### config.mk
export PLATFORM = sky130hd
export DESIGN_NAME = trap_entry_unit
export DESIGN_NICKNAME = d
export VERILOG_FILES = /design/src/rtl/trap_entry_pkg.sv /design/src/rtl/trap_level_ctl.sv /design/src/rtl/trap_class_decode.sv /design/src/rtl/trap_window_adj.sv /design/src/rtl/trap_vector_gen.sv /design/src/rtl/trap_stack.sv /design/src/rtl/trap_entry_unit.sv
export SDC_FILE = /design/constraint.sdc
export NUM_CORES = 2
export LEC_CHECK = 0
export BUFFER_PORTS_ARGS = -buffer_cell sky130_fd_sc_hd__buf_2
export CORE_MARGIN = 5
export CORE_UTILIZATION = 62
export CTS_BUF_LIST = sky130_fd_sc_hd__clkbuf_2
export DETAILED_ROUTE_END_ITERATION = 10
export PLACE_DENSITY_LB_ADDON = 0.2
export SETUP_SLACK_MARGIN = 0.02
export SYNTH_ARGS = -nofsm -noshare
export SYNTH_HDL_FRONTEND = slang
export SYNTH_SLANG_ARGS = --single-unit
### constraint.sdc
create_clock -name clk -period 1.8 [get_ports clk]
set_input_delay 0.09 -clock clk [delete_from_list [all_inputs] [get_ports clk]]
set_output_delay 0.09 -clock clk [all_outputs]
set_load 0.005 [all_outputs]
### src/rtl/trap_entry_pkg.sv
package trap_entry_pkg;

   localparam int PS_W = 12;
   localparam int TT_W = 9;
   localparam int SAVED_W = 40;

   localparam int PS_ALT_G  = 0;
   localparam int PS_PRIV   = 2;
   localparam int PS_FPEN   = 4;
   localparam int PS_RSTERR = 5;
   localparam int PS_MMU_G  = 10;
   localparam int PS_INT_G  = 11;

   localparam logic [PS_W-1:0] PS_SAVE_MASK = 12'hF3F;
   localparam logic [PS_W-1:0] PS_GSET_MASK = 12'hC01;

   localparam logic [TT_W-1:0] TT_INT_VEC   = 9'h060;
   localparam logic [TT_W-1:0] TT_I_FAULT   = 9'h008;
   localparam logic [TT_W-1:0] TT_D_FAULT   = 9'h030;
   localparam logic [TT_W-1:0] TT_I_MISS    = 9'h064;
   localparam logic [TT_W-1:0] TT_D_MISS    = 9'h068;
   localparam logic [TT_W-1:0] TT_D_PROT    = 9'h06C;
   localparam logic [TT_W-1:0] TT_CLEAN_WIN = 9'h024;
   localparam logic [TT_W-1:0] TT_CLASS_MSK = 9'h1C0;
   localparam logic [TT_W-1:0] TT_SPILL_B   = 9'h080;
   localparam logic [TT_W-1:0] TT_FILL_B    = 9'h0C0;

   typedef enum logic [1:0] {
      GSET_ALT = 2'd0,
      GSET_MMU = 2'd1,
      GSET_INT = 2'd2
   } gset_e;

   typedef enum logic [1:0] {
      WADJ_NONE  = 2'd0,
      WADJ_CLEAN = 2'd1,
      WADJ_SPILL = 2'd2,
      WADJ_FILL  = 2'd3
   } wadj_e;

endpackage

### src/rtl/trap_level_ctl.sv
module trap_level_ctl #(
   parameter int MAX_TL = 5,
   parameter int TL_W   = 3
) (
   input  logic [TL_W-1:0] cur_tl,
   output logic [TL_W-1:0] next_tl,
   output logic            set_rsterr,
   output logic            tl_over
);
   localparam logic [TL_W-1:0] TL_MAX_V = TL_W'(MAX_TL);
   localparam logic [TL_W-1:0] TL_SAT_V = TL_W'(MAX_TL - 1);

   always_comb begin
      tl_over = (cur_tl >= TL_MAX_V);
      if (cur_tl < TL_SAT_V) begin
         set_rsterr = 1'b0;
         next_tl    = cur_tl + TL_W'(1);
      end else begin
         set_rsterr = 1'b1;
         next_tl    = (cur_tl < TL_MAX_V) ? cur_tl + TL_W'(1) : cur_tl;
      end
   end
endmodule

### src/rtl/trap_class_decode.sv
module trap_class_decode
   import trap_entry_pkg::*;
(
   input  logic [TT_W-1:0] tt,
   output gset_e           gset,
   output wadj_e           wadj
);
   logic mmu_hit;

   always_comb begin
      mmu_hit = (tt == TT_I_FAULT) || (tt == TT_D_FAULT)
             || (tt[TT_W-1:2] == TT_I_MISS[TT_W-1:2])
             || (tt[TT_W-1:2] == TT_D_MISS[TT_W-1:2])
             || (tt[TT_W-1:2] == TT_D_PROT[TT_W-1:2]);
      if (tt == TT_INT_VEC)  gset = GSET_INT;
      else if (mmu_hit)      gset = GSET_MMU;
      else                   gset = GSET_ALT;

      if (tt == TT_CLEAN_WIN)                      wadj = WADJ_CLEAN;
      else if ((tt & TT_CLASS_MSK) == TT_SPILL_B)  wadj = WADJ_SPILL;
      else if ((tt & TT_CLASS_MSK) == TT_FILL_B)   wadj = WADJ_FILL;
      else                                         wadj = WADJ_NONE;
   end
endmodule

### src/rtl/trap_window_adj.sv
module trap_window_adj
   import trap_entry_pkg::*;
#(
   parameter int N_WIN = 8,
   parameter int CWP_W = 3
) (
   input  logic [CWP_W-1:0] cwp,
   input  logic [CWP_W-1:0] cansave,
   input  wadj_e            wadj,
   output logic [CWP_W-1:0] new_cwp
);
   localparam int  EXT_W   = CWP_W + 2;
   localparam bit  IS_POW2 = ((N_WIN & (N_WIN - 1)) == 0);

   generate
      if (IS_POW2) begin : g_pow2
         always_comb begin
            case (wadj)
               WADJ_CLEAN: new_cwp = cwp - CWP_W'(1);
               WADJ_SPILL: new_cwp = cwp - cansave - CWP_W'(2);
               WADJ_FILL:  new_cwp = cwp + CWP_W'(1);
               default:    new_cwp = cwp;
            endcase
         end
      end else begin : g_modulo
         logic [EXT_W-1:0] ext;
         logic [EXT_W-1:0] wrapped;
         always_comb begin
            case (wadj)
               WADJ_CLEAN: ext = {2'b00, cwp} + EXT_W'(N_WIN - 1);
               WADJ_SPILL: ext = {2'b00, cwp} + EXT_W'(2 * N_WIN - 2)
                                 - {2'b00, cansave};
               WADJ_FILL:  ext = {2'b00, cwp} + EXT_W'(1);
               default:    ext = {2'b00, cwp};
            endcase
            wrapped = ext % EXT_W'(N_WIN);
            new_cwp = wrapped[CWP_W-1:0];
         end
      end
   endgenerate
endmodule

### src/rtl/trap_vector_gen.sv
module trap_vector_gen
   import trap_entry_pkg::*;
#(
   parameter int PC_W = 64,
   parameter int TL_W = 3
) (
   input  logic [PC_W-16:0] tbr_hi,
   input  logic [TL_W-1:0]  new_tl,
   input  logic [TT_W-1:0]  tt,
   output logic [PC_W-1:0]  vec_pc,
   output logic [PC_W-1:0]  vec_npc
);
   logic nested;

   always_comb begin
      nested  = (new_tl > TL_W'(1));
      vec_pc  = {tbr_hi, nested, tt, 5'b00000};
      vec_npc = vec_pc + PC_W'(4);
   end
endmodule

### src/rtl/trap_stack.sv
module trap_stack #(
   parameter int AW    = 3,
   parameter int EW    = 177,
   parameter bit CLEAR = 1'b1
) (
   input  logic          clk,
   input  logic          rst_n,
   input  logic          we,
   input  logic [AW-1:0] widx,
   input  logic [EW-1:0] wdata,
   input  logic [AW-1:0] ridx,
   output logic [EW-1:0] rdata
);
   localparam int DEPTH = 1 << AW;

   logic [EW-1:0] mem [DEPTH];

   generate
      if (CLEAR) begin : g_clear
         always_ff @(posedge clk or negedge rst_n) begin
            if (!rst_n) begin
               for (int i = 0; i < DEPTH; i++) mem[i] <= '0;
            end else if (we) begin
               mem[widx] <= wdata;
            end
         end
      end else begin : g_plain
         always_ff @(posedge clk) begin
            if (we) mem[widx] <= wdata;
         end
      end
   endgenerate

   assign rdata = mem[ridx];

   // an accepted trap always lands above level zero
   p_stack_slot_r6: assert property (@(posedge clk) disable iff (!rst_n)
      we |-> (widx != '0));
endmodule

### src/rtl/trap_entry_unit.sv
module trap_entry_unit
   import trap_entry_pkg::*;
#(
   parameter int MAX_TL      = 5,
   parameter int N_WIN       = 8,
   parameter int PC_W        = 64,
   parameter bit STACK_CLEAR = 1'b1,
   localparam int TL_W  = $clog2(MAX_TL + 1),
   localparam int CWP_W = $clog2(N_WIN)
) (
   input  logic             clk,
   input  logic             rst_n,
   input  logic             trap_req,
   input  logic [TT_W-1:0]  trap_type,
   input  logic [TL_W-1:0]  cur_tl,
   input  logic [PS_W-1:0]  cur_pstate,
   input  logic [7:0]       cur_ccr,
   input  logic [7:0]       cur_asi,
   input  logic [CWP_W-1:0] cur_cwp,
   input  logic [CWP_W-1:0] cur_cansave,
   input  logic [PC_W-16:0] cur_tbr_hi,
   input  logic [PC_W-1:0]  cur_pc,
   input  logic [PC_W-1:0]  cur_npc,
   input  logic [TL_W-1:0]  rd_level,
   output logic             upd_valid,
   output logic [TL_W-1:0]  upd_tl,
   output logic [PS_W-1:0]  upd_pstate,
   output logic [CWP_W-1:0] upd_cwp,
   output logic [PC_W-1:0]  upd_pc,
   output logic [PC_W-1:0]  upd_npc,
   output logic             error_state,
   output logic [SAVED_W-1:0] rd_tstate,
   output logic [PC_W-1:0]  rd_tpc,
   output logic [PC_W-1:0]  rd_tnpc,
   output logic [TT_W-1:0]  rd_tt
);
   localparam int ENTRY_W = SAVED_W + 2 * PC_W + TT_W;
   localparam logic [TL_W-1:0] TL_MAX_V = TL_W'(MAX_TL);
   localparam logic [TL_W-1:0] TL_SAT_V = TL_W'(MAX_TL - 1);

   initial begin
      if (MAX_TL < 2)    $fatal(1, "MAX_TL must be at least 2");
      if (N_WIN < 2)     $fatal(1, "N_WIN must be at least 2");
      if (CWP_W > 7)     $fatal(1, "N_WIN too large for the saved word");
      if (PC_W < 16)     $fatal(1, "PC_W must be at least 16");
   end

   logic [TL_W-1:0]   nxt_tl;
   logic              set_rsterr, tl_over, accept;
   gset_e             gset;
   wadj_e             wadj;
   logic [CWP_W-1:0]  nxt_cwp;
   logic [PC_W-1:0]   vec_pc, vec_npc;
   logic [PS_W-1:0]   ps_marked, gbit, nxt_ps;
   logic [SAVED_W-1:0] saved_word;
   logic [ENTRY_W-1:0] wr_entry, rd_entry;

   trap_level_ctl #(.MAX_TL(MAX_TL), .TL_W(TL_W)) u_level (
      .cur_tl     (cur_tl),
      .next_tl    (nxt_tl),
      .set_rsterr (set_rsterr),
      .tl_over    (tl_over)
   );

   trap_class_decode u_class (
      .tt   (trap_type),
      .gset (gset),
      .wadj (wadj)
   );

   trap_window_adj #(.N_WIN(N_WIN), .CWP_W(CWP_W)) u_window (
      .cwp     (cur_cwp),
      .cansave (cur_cansave),
      .wadj    (wadj),
      .new_cwp (nxt_cwp)
   );

   trap_vector_gen #(.PC_W(PC_W), .TL_W(TL_W)) u_vector (
      .tbr_hi  (cur_tbr_hi),
      .new_tl  (nxt_tl),
      .tt      (trap_type),
      .vec_pc  (vec_pc),
      .vec_npc (vec_npc)
   );

   always_comb begin
      accept    = trap_req && !tl_over;
      ps_marked = cur_pstate;
      if (set_rsterr) ps_marked[PS_RSTERR] = 1'b1;
      gbit = '0;
      case (gset)
         GSET_INT: gbit[PS_INT_G] = 1'b1;
         GSET_MMU: gbit[PS_MMU_G] = 1'b1;
         default:  gbit[PS_ALT_G] = 1'b1;
      endcase
      nxt_ps = (ps_marked & ~PS_GSET_MASK) | gbit;
      nxt_ps[PS_FPEN] = 1'b1;
      nxt_ps[PS_PRIV] = 1'b1;
      saved_word = {cur_ccr, cur_asi, 4'b0000, ps_marked & PS_SAVE_MASK,
                    {(8 - CWP_W){1'b0}}, cur_cwp};
      wr_entry = {saved_word, cur_pc, cur_npc, trap_type};
   end

   trap_stack #(.AW(TL_W), .EW(ENTRY_W), .CLEAR(STACK_CLEAR)) u_stack (
      .clk   (clk),
      .rst_n (rst_n),
      .we    (accept),
      .widx  (nxt_tl),
      .wdata (wr_entry),
      .ridx  (rd_level),
      .rdata (rd_entry)
   );

   assign {rd_tstate, rd_tpc, rd_tnpc, rd_tt} = rd_entry;

   always_ff @(posedge clk or negedge rst_n) begin
      if (!rst_n) begin
         upd_valid   <= 1'b0;
         upd_tl      <= '0;
         upd_pstate  <= '0;
         upd_cwp     <= '0;
         upd_pc      <= '0;
         upd_npc     <= '0;
         error_state <= 1'b0;
      end else begin
         upd_valid <= accept;
         if (accept) begin
            upd_tl     <= nxt_tl;
            upd_pstate <= nxt_ps;
            upd_cwp    <= nxt_cwp;
            upd_pc     <= vec_pc;
            upd_npc    <= vec_npc;
         end
         if (trap_req && tl_over) error_state <= 1'b1;
      end
   end

   p_tl_step_r2: assert property (@(posedge clk) disable iff (!rst_n)
      (trap_req && cur_tl < TL_SAT_V) |=> (upd_tl == $past(cur_tl) + TL_W'(1)));

   p_sat_mark_r3: assert property (@(posedge clk) disable iff (!rst_n)
      (trap_req && cur_tl == TL_SAT_V) |=> (upd_pstate[PS_RSTERR] && upd_tl == TL_MAX_V));

   p_err_entry_r4: assert property (@(posedge clk) disable iff (!rst_n)
      (trap_req && cur_tl >= TL_MAX_V) |=> (!upd_valid && error_state));

   p_flags_r7: assert property (@(posedge clk) disable iff (!rst_n)
      upd_valid |-> (upd_pstate[PS_FPEN] && upd_pstate[PS_PRIV]
                     && $countones({upd_pstate[PS_INT_G], upd_pstate[PS_MMU_G],
                                    upd_pstate[PS_ALT_G]}) == 1));

   p_vector_r9: assert property (@(posedge clk) disable iff (!rst_n)
      upd_valid |-> (upd_pc[4:0] == 5'b00000 && upd_pc[13:5] == $past(trap_type)
                     && upd_pc[14] == (upd_tl > TL_W'(1))));

   p_valid_src_r10: assert property (@(posedge clk) disable iff (!rst_n)
      upd_valid |-> $past(trap_req));
endmodule

==> results.sh <==
export IMPL_leakagePower_nw=37.21
export IMPL_setup_ws_ps=-1497
export IMPL_core_um2=96280
export IMPL_via_per_inst=6.087
export IMPL_synth_cell_types=49
export IMPL_max_freq_ghz=0.3033
export IMPL_fillerInstances=4559
export IMPL_numCtsBuffers=362
export IMPL_worstSetupPathType="in -> reg"
export IMPL_wl_met3_um=14540
export IMPL_hold_class="in -> reg"
export IMPL_cts_sinks=1406
export IMPL_drive_gt1_share_pct=51.14
export IMPL_first_global_vias=45150
export IMPL_gr_usage_all_layers_pct=33.74
export IMPL_ys_ff_latch=1406
export IMPL_fin_setup_tns_ps=-737390
export IMPL_die_y_um=321.0
export IMPL_drt_pass1_iter_count=6
export IMPL_required_ps=3280
export IMPL_synth_area_per_cell_um2=15.65
export IMPL_rows=114
export IMPL_dr_wl_met2_um=92870
export IMPL_grt_pass1_wl_um=268700
export IMPL_power_frac_seq_pct=49.5
export IMPL_synth_flop_cell="dfrtp_1"
export IMPL_status="finished with violations"
export IMPL_worstPathArrival_ps=4780
export IMPL_synth_seq_area_share_pct=58.68
export IMPL_cts_max_level=5
export IMPL_startpoint_type="input pin"
export IMPL_fin_nets=5515
export IMPL_wl_met1_um=66310
export IMPL_slew_viol_final=0
export IMPL_timing_hold_ws_ps=-333.0
export IMPL_ir_drop_v=0.0009399
export IMPL_globalRouteOverflowTotal=0
export IMPL_cts_tree="done"
export IMPL_cap_violations=0
export IMPL_insertion_delay_ps=1610
export IMPL_p_sw_share_pct=30.22
export IMPL_wl_per_cell_um=27.51
export IMPL_synthArstFlopShare_pct=100.0
export IMPL_yosys_area_top_type="dfrtp_1"
export IMPL_vias=41380
export IMPL_io_buffers=533
export IMPL_power_density_nw_per_um2=1077
export IMPL_synth_area_um2=59960
export IMPL_top_layer="met5"
export IMPL_clock_root_buffer="clkbuf_2"
export IMPL_endpoint_kind="flip-flop"
export IMPL_period_share_pct=183.2
export IMPL_drt_wl_total_um=187000
export IMPL_synth_edf_count=0
export IMPL_worstMarginPinSlew_ps=987.7
export IMPL_rsz0062_at_grt="yes"
export IMPL_synth_common_cells="dfrtp_1 (1406), mux2_2 (997), clkbuf_1 (427), mux4_2 (332), nand2_1 (215)"
export IMPL_clock_path_buffers=4
export IMPL_post_place_ws_ps=-237.4
export IMPL_drt_initial_drc_count=3451
export IMPL_area_growth_pct=30.87
export IMPL_period_needed_ps=3297
export IMPL_max_slew_margin_pct=34.15
export IMPL_pwr_share_comb_pct=24.2
export IMPL_synth_top_area_share_pct=58.68
export IMPL_violations="negative hold slack, negative setup slack"
export IMPL_gp_congestion=0.8058
export IMPL_switchingPower_mw=25.54
export IMPL_clockPowerShare_pct=26.2
export IMPL_syn_inst=3832
export IMPL_die_area_um2=103000
export IMPL_place_hpwl_um=89380
export IMPL_post_route_drc_count=0
export IMPL_grt_max_degree=109
export IMPL_antenna_found_initial=13
export IMPL_setup_viol_count_final=1748
export IMPL_ys_warn_count=0
export IMPL_pin_count=554
export IMPL_clk_pin_slew_ps=100
export IMPL_ant_nets=0
export IMPL_synthTopCellsByArea="dfrtp_1 (59%), mux2_2 (19%), mux4_2 (12%), mux2_1 (2.8%), clkbuf_1 (2.7%)"
export IMPL_critPathMaxFanout=22
export IMPL_intPower_mw=58.98
export IMPL_skew_ps=0
export IMPL_die_w_um=321.0
export IMPL_hold_viol_final=69
export IMPL_yosys_cell_count_top_type="dfrtp_1"
export IMPL_initial_core_util_pct=62.28
-- kinds of logic after synthesis --
logic type               synth area share (%)
AO/OA/AOI/OAI                          0.4779
other                                0.006254
flip-flops                              58.68
XOR/XNOR                              0.03756
buffers and inverters                   4.973
adder cells (fa/ha/maj)                0.1377
multiplexers                            33.95
AND/OR/NAND/NOR                         1.736
-- worst paths after layout --
check	cells past startpoint	slack [ps]	start	to
setup / recovery	14	-1500	trap_req	upd_pc[63]$_DFFE_PN0P_
hold / removal	7	-330	cur_tl[0]	u_stack.mem[1111]$_DFFE_PN0P_
setup reg to reg	5	-110	upd_pc[16]$_DFFE_PN0P_	upd_pc[16]$_DFFE_PN0P_
hold reg to reg	0	370	u_stack.mem[303]$_DFFE_PN0P_	u_stack.mem[303]$_DFFE_PN0P_
max in group asynchronous	8	-190	rst_n	u_stack.mem[1121]$_DFFE_PN0P_
min in group asynchronous	6	840	rst_n	upd_tl[2]$_DFFE_PN0P_
-- registers in the layout, indices dropped and copies added (netlist names) --
register,count
upd_pc,59
upd_pstate,11
upd_valid,1
u_stack.mem,1328
error_state,1
upd_tl,3
upd_cwp,3
-- power groups by stage --
stage | clock [mW] | combinational, mW | sequential (mW)
6_report | 22.2 | 20.5 | 41.9
2_1_floorplan | 0 | 10.3 | 40.3
3_5_place_dp | 0 | 14.9 | 41.4
4_1_cts | 21.6 | 18.3 | 40.8
5_1_grt | 24.1 | 21.6 | 42.2
3_3_place_gp | 0 | 14.5 | 41.1
-- critical path: stages --
cell and delay, ps:
buf_2 70, dlygate4sd3_1 620, dlygate4sd3_1 740, clkbuf_2 270
nand2_2 200, inv_6 170, buf_12 200, buf_6 180
dlygate4sd3_1 680, buf_4 250, nand2_1 80, dlygate4sd3_1 570
nand2_1 80, dlygate4sd3_1 550
-- area by class of cell --
| type | instances | area (um2) | area share (%) |
|---|---|---|---|
| Sequential cell | 1406 | 35190 | 44.84 |
| Multi-Input combinational cell | 1797 | 22530 | 28.70 |
| Timing Repair Buffer | 1704 | 16040 | 20.43 |
| Clock buffer | 512 | 2562 | 3.265 |
| Tap cell | 1276 | 1597 | 2.034 |
| Clock inverter | 77 | 485.5 | 0.6186 |
| Antenna cell | 16 | 40.04 | 0.05102 |
| Inverter | 9 | 38.79 | 0.04943 |
-- routing by layer --
layer / GRT usage [%] / vias up
met5: 0 / -
met4: 18.89 / 10
met3: 8.123 / 964
met2: 55.55 / 2510
met1: 41.58 / 21340
li1: - / 16560
-- through the flow --
step           util [%]  cells  total power, mW  instance area, um2
2_1_floorplan         -   3851            50.58               60030
3_3_place_gp      67.35   5286            55.59               64840
3_5_place_dp      67.35   5286            56.39               64840
4_1_cts           80.44   6708            80.69               77440
5_1_grt           81.50   6794            88.00               78470
6_report          81.51   6797            84.51               78470
-- cells in the final DEF, fill, tap and decap left out, types with 4 or more instances in the layout --
cell type and instances:
dfrtp_1 1401, mux2_2 840, dlygate4sd3_1 768, clkbuf_2 513, buf_2 346, mux4_2 332, buf_4 285, nand2_1 212
buf_6 184, mux2_4 157, mux2_1 147, buf_12 115, clkinv_1 59, o21ai_0 21, conb_1 20, diode_2 16
nor2_1 11, inv_1 8, bufinv_16 7, clkinv_2 7, ha_1 5, dfrtp_2 5, nand2_2 4, and3b_1 4
nand2b_1 4
-- repair_timing --
action                                  4_1_cts  5_1_grt
buffers inserted                             58       75
endpoints found under the hold margin      2480      730
pin swaps                                     0        2
endpoints found under the setup margin      305     1952
gates resized for setup                     283      111
hold buffers                                775       15
cloned                                        0        1
(Power assumes the default switching activity.)
